## src/rtl/bfmem_pkg.sv

```systemverilog
package bfmem_pkg;

  localparam int FIELD_W   = 32;
  localparam int WIN_BYTES = 5;
  localparam int WIN_BITS  = WIN_BYTES * 8;
  localparam int IDX_W     = $clog2(WIN_BYTES);
  localparam int LEN_W     = $clog2(FIELD_W) + 1;

  typedef enum logic [2:0] {
    OP_EXTS = 3'd0,
    OP_EXTU = 3'd1,
    OP_INS  = 3'd2,
    OP_CHG  = 3'd3,
    OP_CLR  = 3'd4,
    OP_SET  = 3'd5,
    OP_FFO  = 3'd6
  } bfOpE;

  typedef struct packed {
    logic             load;
    logic             capRead;
    logic [IDX_W-1:0] byteIdx;
  } ctlStrobeT;

endpackage

```

## src/rtl/bfmem_ctrl.sv

```systemverilog
module bfmem_ctrl
  import bfmem_pkg::*;
(
  input  logic             clk,
  input  logic             rstN,
  input  logic             reqValid,
  input  logic             memAck,
  input  logic [IDX_W-1:0] lastIdx,
  input  logic             isWrite,
  output ctlStrobeT        strb,
  output logic             memReq,
  output logic             memWe,
  output logic             busy,
  output logic             done
);

  typedef enum logic [1:0] {S_IDLE, S_READ, S_WRITE, S_FIN} stateE;

  stateE            state, stateNxt;
  logic [IDX_W-1:0] idx, idxNxt;

  always_comb begin
    stateNxt     = state;
    idxNxt       = idx;
    strb.load    = 1'b0;
    strb.capRead = 1'b0;
    strb.byteIdx = idx;
    memReq       = 1'b0;
    memWe        = 1'b0;
    case (state)
      S_IDLE: begin
        if (reqValid) begin
          strb.load = 1'b1;
          idxNxt    = '0;
          stateNxt  = S_READ;
        end
      end
      S_READ: begin
        memReq = 1'b1;
        if (memAck) begin
          strb.capRead = 1'b1;
          if (idx == lastIdx) begin
            idxNxt   = '0;
            stateNxt = isWrite ? S_WRITE : S_FIN;
          end else begin
            idxNxt = idx + 1'b1;
          end
        end
      end
      S_WRITE: begin
        memReq = 1'b1;
        memWe  = 1'b1;
        if (memAck) begin
          if (idx == lastIdx) stateNxt = S_FIN;
          else idxNxt = idx + 1'b1;
        end
      end
      default: stateNxt = S_IDLE;
    endcase
  end

  always_ff @(posedge clk) begin
    if (!rstN) begin
      state <= S_IDLE;
      idx   <= '0;
    end else begin
      state <= stateNxt;
      idx   <= idxNxt;
    end
  end

  assign busy = (state != S_IDLE);
  assign done = (state == S_FIN);

endmodule

```

## src/rtl/bfmem_dpath.sv

```systemverilog
module bfmem_dpath
  import bfmem_pkg::*;
#(
  parameter int AW = 32
) (
  input  logic                clk,
  input  logic                rstN,
  input  ctlStrobeT           strb,
  input  logic [2:0]          reqOp,
  input  logic [AW-1:0]       reqAddr,
  input  logic signed [31:0]  reqOffset,
  input  logic [4:0]          reqLen,
  input  logic [FIELD_W-1:0]  reqValue,
  input  logic [7:0]          memRdata,
  output logic [IDX_W-1:0]    lastIdx,
  output logic                isWrite,
  output logic [AW-1:0]       byteAddr,
  output logic [7:0]          wdata,
  output logic [FIELD_W-1:0]  result,
  output logic                flagN
);

  localparam int BASE_W = $clog2(WIN_BITS);

  bfOpE               opR;
  logic [AW-1:0]      addrR;
  logic [31:0]        offR;
  logic [LEN_W-1:0]   lenR;
  logic [FIELD_W-1:0] valR;
  logic [2:0]         bofsR;
  logic [IDX_W-1:0]   spanR;
  logic [WIN_BITS-1:0] win;

  logic [4:0]          lenM1;
  logic [LEN_W-1:0]    lenN;
  logic [6:0]          spanW;
  logic [BASE_W-1:0]   byteBase;
  logic [BASE_W-1:0]   fieldTop;
  logic [LEN_W-1:0]    shAmt;
  logic [FIELD_W-1:0]  fieldL, maskL, oldL, newL;
  logic [WIN_BITS-1:0] winMask, newBits, newWin;
  logic [LEN_W-1:0]    lzc;

  // request normalization
  assign lenM1 = reqLen - 5'd1;
  assign lenN  = {1'b0, lenM1} + 1'b1;
  assign spanW = {4'b0, reqOffset[2:0]} + {1'b0, lenN} - 7'd1;

  always_ff @(posedge clk) begin
    if (!rstN) begin
      opR   <= OP_EXTS;
      addrR <= '0;
      offR  <= '0;
      lenR  <= LEN_W'(FIELD_W);
      valR  <= '0;
      bofsR <= '0;
      spanR <= '0;
      win   <= '0;
    end else if (strb.load) begin
      opR   <= bfOpE'(reqOp);
      addrR <= reqAddr + AW'(reqOffset >>> 3);
      offR  <= reqOffset;
      lenR  <= lenN;
      valR  <= reqValue;
      bofsR <= reqOffset[2:0];
      spanR <= IDX_W'(spanW >> 3);
      win   <= '0;
    end else if (strb.capRead) begin
      win[byteBase +: 8] <= memRdata;
    end
  end

  // byte lane of the window addressed by the current transfer
  assign byteBase = BASE_W'(8 * (WIN_BYTES - 1)) - BASE_W'({strb.byteIdx, 3'b000});
  assign byteAddr = addrR + AW'(strb.byteIdx);
  assign lastIdx  = spanR;

  // field left-justified, old and new contents
  assign fieldTop = BASE_W'(WIN_BITS - 1) - BASE_W'(bofsR);
  assign fieldL   = win[fieldTop -: FIELD_W];
  assign maskL    = ~({FIELD_W{1'b1}} >> lenR);
  assign oldL     = fieldL & maskL;
  assign shAmt    = LEN_W'(FIELD_W) - lenR;

  always_comb begin
    case (opR)
      OP_INS:  newL = valR << shAmt;
      OP_CHG:  newL = ~oldL & maskL;
      OP_CLR:  newL = '0;
      OP_SET:  newL = maskL;
      default: newL = oldL;
    endcase
  end

  assign winMask = {maskL, 8'h00} >> bofsR;
  assign newBits = {newL, 8'h00} >> bofsR;
  assign newWin  = (win & ~winMask) | (newBits & winMask);
  assign wdata   = newWin[byteBase +: 8];
  assign isWrite = (opR == OP_INS) || (opR == OP_CHG) ||
                   (opR == OP_CLR) || (opR == OP_SET);

  // leading-zero count of the field, length when empty
  always_comb begin
    lzc = lenR;
    for (int i = 0; i < FIELD_W; i++) begin
      if (oldL[i]) lzc = LEN_W'(FIELD_W - 1 - i);
    end
  end

  always_comb begin
    case (opR)
      OP_EXTS: result = FIELD_W'($signed(oldL) >>> shAmt);
      OP_EXTU: result = oldL >> shAmt;
      OP_INS:  result = newL;
      OP_FFO:  result = offR + 32'(lzc);
      default: result = oldL;
    endcase
  end

  assign flagN = (opR == OP_INS) ? newL[FIELD_W-1] : oldL[FIELD_W-1];

endmodule

```

## src/rtl/bfmem_unit.sv

```systemverilog
module bfmem_unit
  import bfmem_pkg::*;
#(
  parameter int AW = 32
) (
  input  logic               clk,
  input  logic               rstN,
  input  logic               reqValid,
  input  logic [2:0]         reqOp,
  input  logic [AW-1:0]      reqAddr,
  input  logic signed [31:0] reqOffset,
  input  logic [4:0]         reqLen,
  input  logic [31:0]        reqValue,
  output logic               busy,
  output logic               done,
  output logic [31:0]        result,
  output logic               flagN,
  output logic               memReq,
  output logic               memWe,
  output logic [AW-1:0]      memAddr,
  output logic [7:0]         memWdata,
  input  logic               memAck,
  input  logic [7:0]         memRdata
);

  ctlStrobeT        strb;
  logic [IDX_W-1:0] lastIdx;
  logic             isWrite;

  bfmem_ctrl u_ctrl (
    .clk      (clk),
    .rstN     (rstN),
    .reqValid (reqValid),
    .memAck   (memAck),
    .lastIdx  (lastIdx),
    .isWrite  (isWrite),
    .strb     (strb),
    .memReq   (memReq),
    .memWe    (memWe),
    .busy     (busy),
    .done     (done)
  );

  bfmem_dpath #(.AW(AW)) u_dpath (
    .clk       (clk),
    .rstN      (rstN),
    .strb      (strb),
    .reqOp     (reqOp),
    .reqAddr   (reqAddr),
    .reqOffset (reqOffset),
    .reqLen    (reqLen),
    .reqValue  (reqValue),
    .memRdata  (memRdata),
    .lastIdx   (lastIdx),
    .isWrite   (isWrite),
    .byteAddr  (memAddr),
    .wdata     (memWdata),
    .result    (result),
    .flagN     (flagN)
  );

endmodule

```

## config.mk

```make
export PLATFORM = sky130hd
export DESIGN_NAME = bfmem_unit
export DESIGN_NICKNAME = d
export VERILOG_FILES = /design/src/rtl/bfmem_pkg.sv /design/src/rtl/bfmem_ctrl.sv /design/src/rtl/bfmem_dpath.sv /design/src/rtl/bfmem_unit.sv
export SDC_FILE = /design/constraint.sdc
export NUM_CORES = 1
export LEC_CHECK = 0
export ABC_AREA = 0
export BUFFER_PORTS_ARGS = -buffer_cell sky130_fd_sc_hd__clkbuf_2
export CAP_MARGIN = 20
export CORE_MARGIN = 4
export CORE_UTILIZATION = 40
export CTS_CLUSTER_SIZE = 28
export DETAILED_ROUTE_END_ITERATION = 6
export PLACE_DENSITY_LB_ADDON = 0.05
export SYNTH_ARGS = -nofsm -noshare
export SYNTH_HDL_FRONTEND = slang
export SYNTH_HIERARCHICAL = 1
export SYNTH_SLANG_ARGS = --single-unit
```

## constraint.sdc

```tcl
create_clock -name clk -period 6.8 [get_ports clk]
set_clock_uncertainty 0.1 [all_clocks]
set_input_delay 0.34 -clock clk [delete_from_list [all_inputs] [get_ports clk]]
set_output_delay 0.34 -clock clk [all_outputs]
set_load 0.02 [all_outputs]
```

Word-level counts from Yosys, hierarchy flattened

Cells that the tools add are included.
W data, S select, Z words.

Add/subtract/negate cells: 12
Equal/unequal tests: 16
Shift-type cells: 10
Muxes and demuxes: 55
Bitwise logic cells: 9
Reductions and logical operators: 11

Operators by type and width:

| kind                     | number |
|---|---|
| $pmux W32 S4             | 2 |
| $mux W6                  | 32 |
| $and A40 B40 Y40         | 2 |
| $shr A40 B3 Y40          | 2 |
| $shiftx A71 B7 Y32       | 1 |
| $and A32 B32 Y32         | 2 |
| $not A32 Y32             | 2 |
| $bwmux W40               | 1 |
| $not A40 Y40             | 1 |
| $or A40 B40 Y40          | 1 |
| $shift A8 B8 Y40 const A | 1 |
| $shiftx A40 B7 Y8        | 1 |
| $shiftx A8 B8 Y40        | 1 |
| $add A32 B3 Y32          | 1 |
| $add A32 B32 Y32         | 1 |
| $add A32 B6 Y32          | 1 |
| $shl A32 B6 Y32          | 1 |
| $shr A32 B6 Y32          | 1 |
| $shr A32 B6 Y32 const A  | 1 |
| $sshr A32 B6 Y32         | 1 |
| $mux W3                  | 5 |
| $sub A6 B6 Y6 const A    | 2 |
| $mux W2                  | 5 |
| $reduce_and A5 Y1        | 2 |
| other kinds (25)         | 43 |

Register bits: 156
Input port bits: 116
Output and inout bits: 77
Word-level logic and storage cells: 123

Longest topological paths before layout

Word-level depth: 37
Depth in mapped cells: 30
Depth with buffers taken out: 24

Modules after synthesis

The synthesis kept the hierarchy.

By module, submodules not included:

| module      | instances | cells an instance | area each (µm²) | sequential area each (µm²) |
|---|---|---|---|---|
| bfmem_dpath | 1         | 2586              | 20106.8         | 2962.8 |
| bfmem_ctrl  | 1         | 52                | 425.4           | 100.1 |

Worst setup path before layout

No wires, ideal clock.

Kind: reg-to-output
Start point: register u_dpath.lenR[0]
End point: output result[28]
Arrival: 5612 ps
Data required time: 6360 ps
Path slack: 748 ps
Stages on the path, launching flop included: 31
Path buffers: 7
Cell sequence: dfxtp_1 > buf_2 > buf_6 > inv_1 > buf_2 > buf_4 > clkbuf_1 > ha_1 > ha_1 > clkbuf_1 > nand2b_1 > a21oi_1 > nor3_1 > nor4_1 > o21ai_0 > a211o_1 > o21a_1 > a211oi_1 > ha_1 > fa_1 > a21oi_1 > o21bai_1 > a21o_1 > a21oi_1 > nor2b_1 > clkbuf_1 > and3_1 > nand4_1 > xnor2_1 > nand2_1 > a31oi_1

Word-level cells in the longest chain between the ends: 37
Elaborated cells between the ends (all ways): 44
Classes of those cells: 2 x add/sub; 4 x shift; 34 x mux; 4 x bitwise

Ends and longest elaborated chain:

| item                   | RTL line           | text |
|---|---|---|
| start, declared        | bfmem_dpath.sv:28  | `logic [LEN_W-1:0] lenR;` |
| start signal, assigned | bfmem_dpath.sv:54  | `lenR <= LEN_W'(FIELD_W);` |
| start signal, assigned | bfmem_dpath.sv:63  | `lenR <= lenN;` |
| $shr A32 B6 Y32        | bfmem_dpath.sv:81  | `assign maskL = ~({FIELD_W{1'b1}} >> lenR);` |
| $not A32 Y32           | bfmem_dpath.sv:81  |  |
| $and A32 B32 Y32       | bfmem_dpath.sv:82  | `assign oldL = fieldL & maskL;` |
| $mux W6 (32 in series) | bfmem_dpath.sv:106 | `if (oldL[i]) lzc = LEN_W'(FIELD_W - 1 - i);` |
| $add A32 B6 Y32        | bfmem_dpath.sv:115 | `OP_FFO: result = offR + 32'(lzc);` |
| $pmux W32 S4 *         | bfmem_dpath.sv:111 | `case (opR)` |
| end, declared          | bfmem_unit.sv:16   | `output logic [31:0] result,` |

Every way passes the cells marked *; elsewhere a longest branch is shown, timed or not.

Worst setup path in the final report

Start point: register u_dpath.lenR[2]
End point: output result[21]

Same word-level chain as after synthesis.

==> reports/metrics.yaml <==
outcome: "finished clean"
powerDensity_mw_per_mm2: 332
ys_warn_count: 6
clk_pin_slew_worst_paths_ns: 0.09
required_ns: 6.36
grt_start_max_net_pins: 102
nets: 2943
tightest_slew_ns: 1.14
dieArea_mm2: 0.0550
cp.arrival_ns: 6.19
rsz0062_at_grt: "no"
drc: 0
ys_async_sr_fraction_pct: 0
overflow: 0
hold_viol: 0
cp_max_fo: 13
path_common_cell: "a21oi_1"
die_x_um: 235
grt_pass1_wl_um: 147000
slowest_stage: "dfxtp_1"
syn-cell-area_mm2: 0.0205
ys_seq_area_share_pct: 14.9
post_drt_wl_per_cell_um: 29.5
vias: 23000
start_kind: "flip-flop"
cts_tree: "built"
multi_input_area_mm2: 0.0164
avgViaCountPerCell: 6.67
setup_tns_ns: 0
drv_slew: 0
setup_slack_ns: 0.166
setup_violations: 0
ys_ff_latch: 153
synthFlopType: "dfxtp_1"
n_fill_cell: 5124
drive_gt1_share_pct: 19.4
track_usage_pct: 35.8
drv_cap: 0
relSlewSlack_pct: 22.8
instances_no_fill: 3449
start_util_pct: 40.7
die_h_um: 235
total_power_w: 0.00765
placed_cells: 3404
post-place-ws_ns: 0.499
place_congestion: 1.08
syn_to_final_growth_pct: 12.1
cts.sink_count: 153
antenna_left: 0
syn-instance-count: 2638
place_hpwl_um: 79700
clock_latency_ns: 0.48
drt_wl_total_um: 102000
syn-num-nets: 2818
first_global_vias: 21500
antenna_found_initial: 3
cp_top_family: "compound AO/OA/AOI/OAI gates"
cts-buffers-inserted: 17
ctsLongestPathBuffers: 2
p_leak_nw: 9.06
slowest_delay_ns: 0.85
h-tree-depth: 4
hp-class: "in -> reg"
worstPathCellList: "buf_4 > or2_2 > a21oi_1 > or3_1 > a21oi_1 > o21ai_0 > a211o_1 > o21a_1 > a211oi_1 > ha_1 > a21o_1 > a21oi_1 > o21bai_1 > a31oi_1 > nor2b_2 > nand3_1 > xnor2_1 > a211oi_1 > a22oi_1 > clkbuf_2"
ios: 193
num_rows: 82
drtIter0Drc: 2986
max_freq_mhz: 151
drtPass1Iterations: 7
core-area_mm2: 0.0505
io_buffers: 192
crit_buf_inv: 2
period_needed_ns: 6.63
clock-root-buffer: "clkbuf_16"
critPathCaptureType: "primary output"
synth_cell_types: 106
regArea_mm2: 0.00308
r2r_slack_ns: 2.87
crit_type: "reg -> out"
timing.final.crit_share_pct: 97.6
syn_avg_cell_area_um2: 7.78
synth_edf_count: 0
ir_drop_uv: 186
==> cell type report <==
cell class | count | share of cell area [%]
timing repair buffer | 304 | 8.17
multi-input combinational | 2224 | 71.2
inverter | 63 | 1.03
tap | 672 | 3.65
clock buffer | 17 | 1.85
antenna | 1 | 0.0109
clock inverter | 15 | 0.744
sequential | 153 | 13.4
==> registers in the layout, summed over array words and instances (netlist names) <==
name	count
u_dpath/lenR	6
u_dpath/offR	32
u_dpath/opR	3
u_ctrl/idx	3
u_dpath/addrR	32
u_dpath/lastIdx	3
u_dpath/win	40
u_dpath/valR	32
u_ctrl/state	2
==> worst register-to-register path, cell delays in order (launching register included) <==
cell and delay [ns]:
dfxtp_1 0.34, clkinv_1 0.42, ha_1 0.44, ha_1 0.62, inv_1 0.34, ha_1 0.46, nor3_1 0.58, buf_4 0.28
mux2i_1 0.19, nor2_1 0.05
==> cell usage in the layout (no fill, tap or decap), drive strengths merged, types with 89 or more instances in the layout <==
cell	synthesis	final
dfxtp	153	153
mux4	89	89
nand2	251	251
nor2b	117	117
a21oi	165	165
nand3	100	100
clkbuf	115	208
buf	83	106
mux2i	213	213
o21ai	138	138
nor2	233	233
==> per-layer routing <==
| metal | track usage [%] | share of wire, % | wire, um |
|---|---|---|---|
| met2 | 52.2 | 42 | 42500 |
| met1 | 49.9 | 42 | 42800 |
| met3 | 10.0 | 11 | 11400 |
| met5 | 0 | 0.027 | 27 |
| met4 | 14.4 | 4.8 | 4870 |
==> cell families (layout without fill, tap and decap cells) <==
family / Yosys count / after routing / synth area share (%)
fa+ha+maj: 64 / 64 / 4.01
simple gates: 942 / 942 / 22.4
compound gates: 753 / 753 / 25.3
flops: 153 / 153 / 14.9
mux: 369 / 369 / 23.9
other cells: 0 / 1 / 0
xor+xnor: 96 / 96 / 4.13
buf+inv: 261 / 399 / 5.42
==> cell usage after synthesis (17+ instances only) <==
cell,instances,area (um^2)
mux4_2,89,2000
o21ai_1,26,130
ha_1,61,763
a211oi_1,41,308
and3_1,28,175
clkbuf_1,114,428
o22ai_1,21,131
or2_2,17,106
a21o_1,32,240
nor2_1,230,863
o211ai_1,40,300
and2_1,29,181
nand4_1,21,131
a21oi_1,164,821
buf_2,31,155
xor2_1,31,272
buf_1,33,124
a22oi_1,26,195
o21ai_0,112,561
dfxtp_1,153,3060
a31oi_1,35,219
nor3_1,60,300
o21a_1,22,165
inv_1,56,210
mux2_2,52,586
xnor2_1,64,561
nand3_1,100,500
nand2_1,250,938
nand2b_1,25,156
nor2b_1,117,732
mux2i_1,213,2130
==> worst paths after layout <==
| kind | start | end | cells past startpoint |
|---|---|---|---|
| worst max register to register | u_ctrl/idx[0]$_SDFFE_PN0P_ | u_dpath/win[6]$_SDFFE_PP0P_ | 9 |
| worst min-delay path | reqValue[0] | u_dpath/valR[0]$_SDFFE_PN0P_ | 3 |
| worst min register to register | u_dpath/addrR[28]$_SDFFE_PN0P_ | u_dpath/addrR[28]$_SDFFE_PN0P_ | 2 |
| worst max-delay path | u_dpath/lenR[2]$_SDFFE_PN0P_ | result[21] | 20 |
==> stage by stage <==
| step | cell area, um^2 | hold WS [ns] | util (%) |
|---|---|---|---|
| 3_5_place_dp | 22200 | 0.382 | 44.0 |
| 5_1_grt | 23000 | 0.0109 | 45.6 |
| 4_1_cts | 22900 | 0.000993 | 45.4 |
| 2_1_floorplan | 20500 | 0.353 | - |
| 6_report | 23000 | 0.0235 | 45.6 |
| 3_3_place_gp | 22200 | 0.371 | 44.0 |
==> power by group <==
group          internal [W]  switching [W]
Sequential          0.00103       0.000227
Combinational       0.00189        0.00351
Clock              0.000496       0.000495
Total               0.00342        0.00423
==> what timing repair did <==
action,in CTS,in global routing
hold endpoints to repair,7,0
gates resized for setup,1,9
hold buffers,7,0
buffers inserted,0,4
endpoints found under the setup margin,2,21
(Power assumes the default switching activity.)
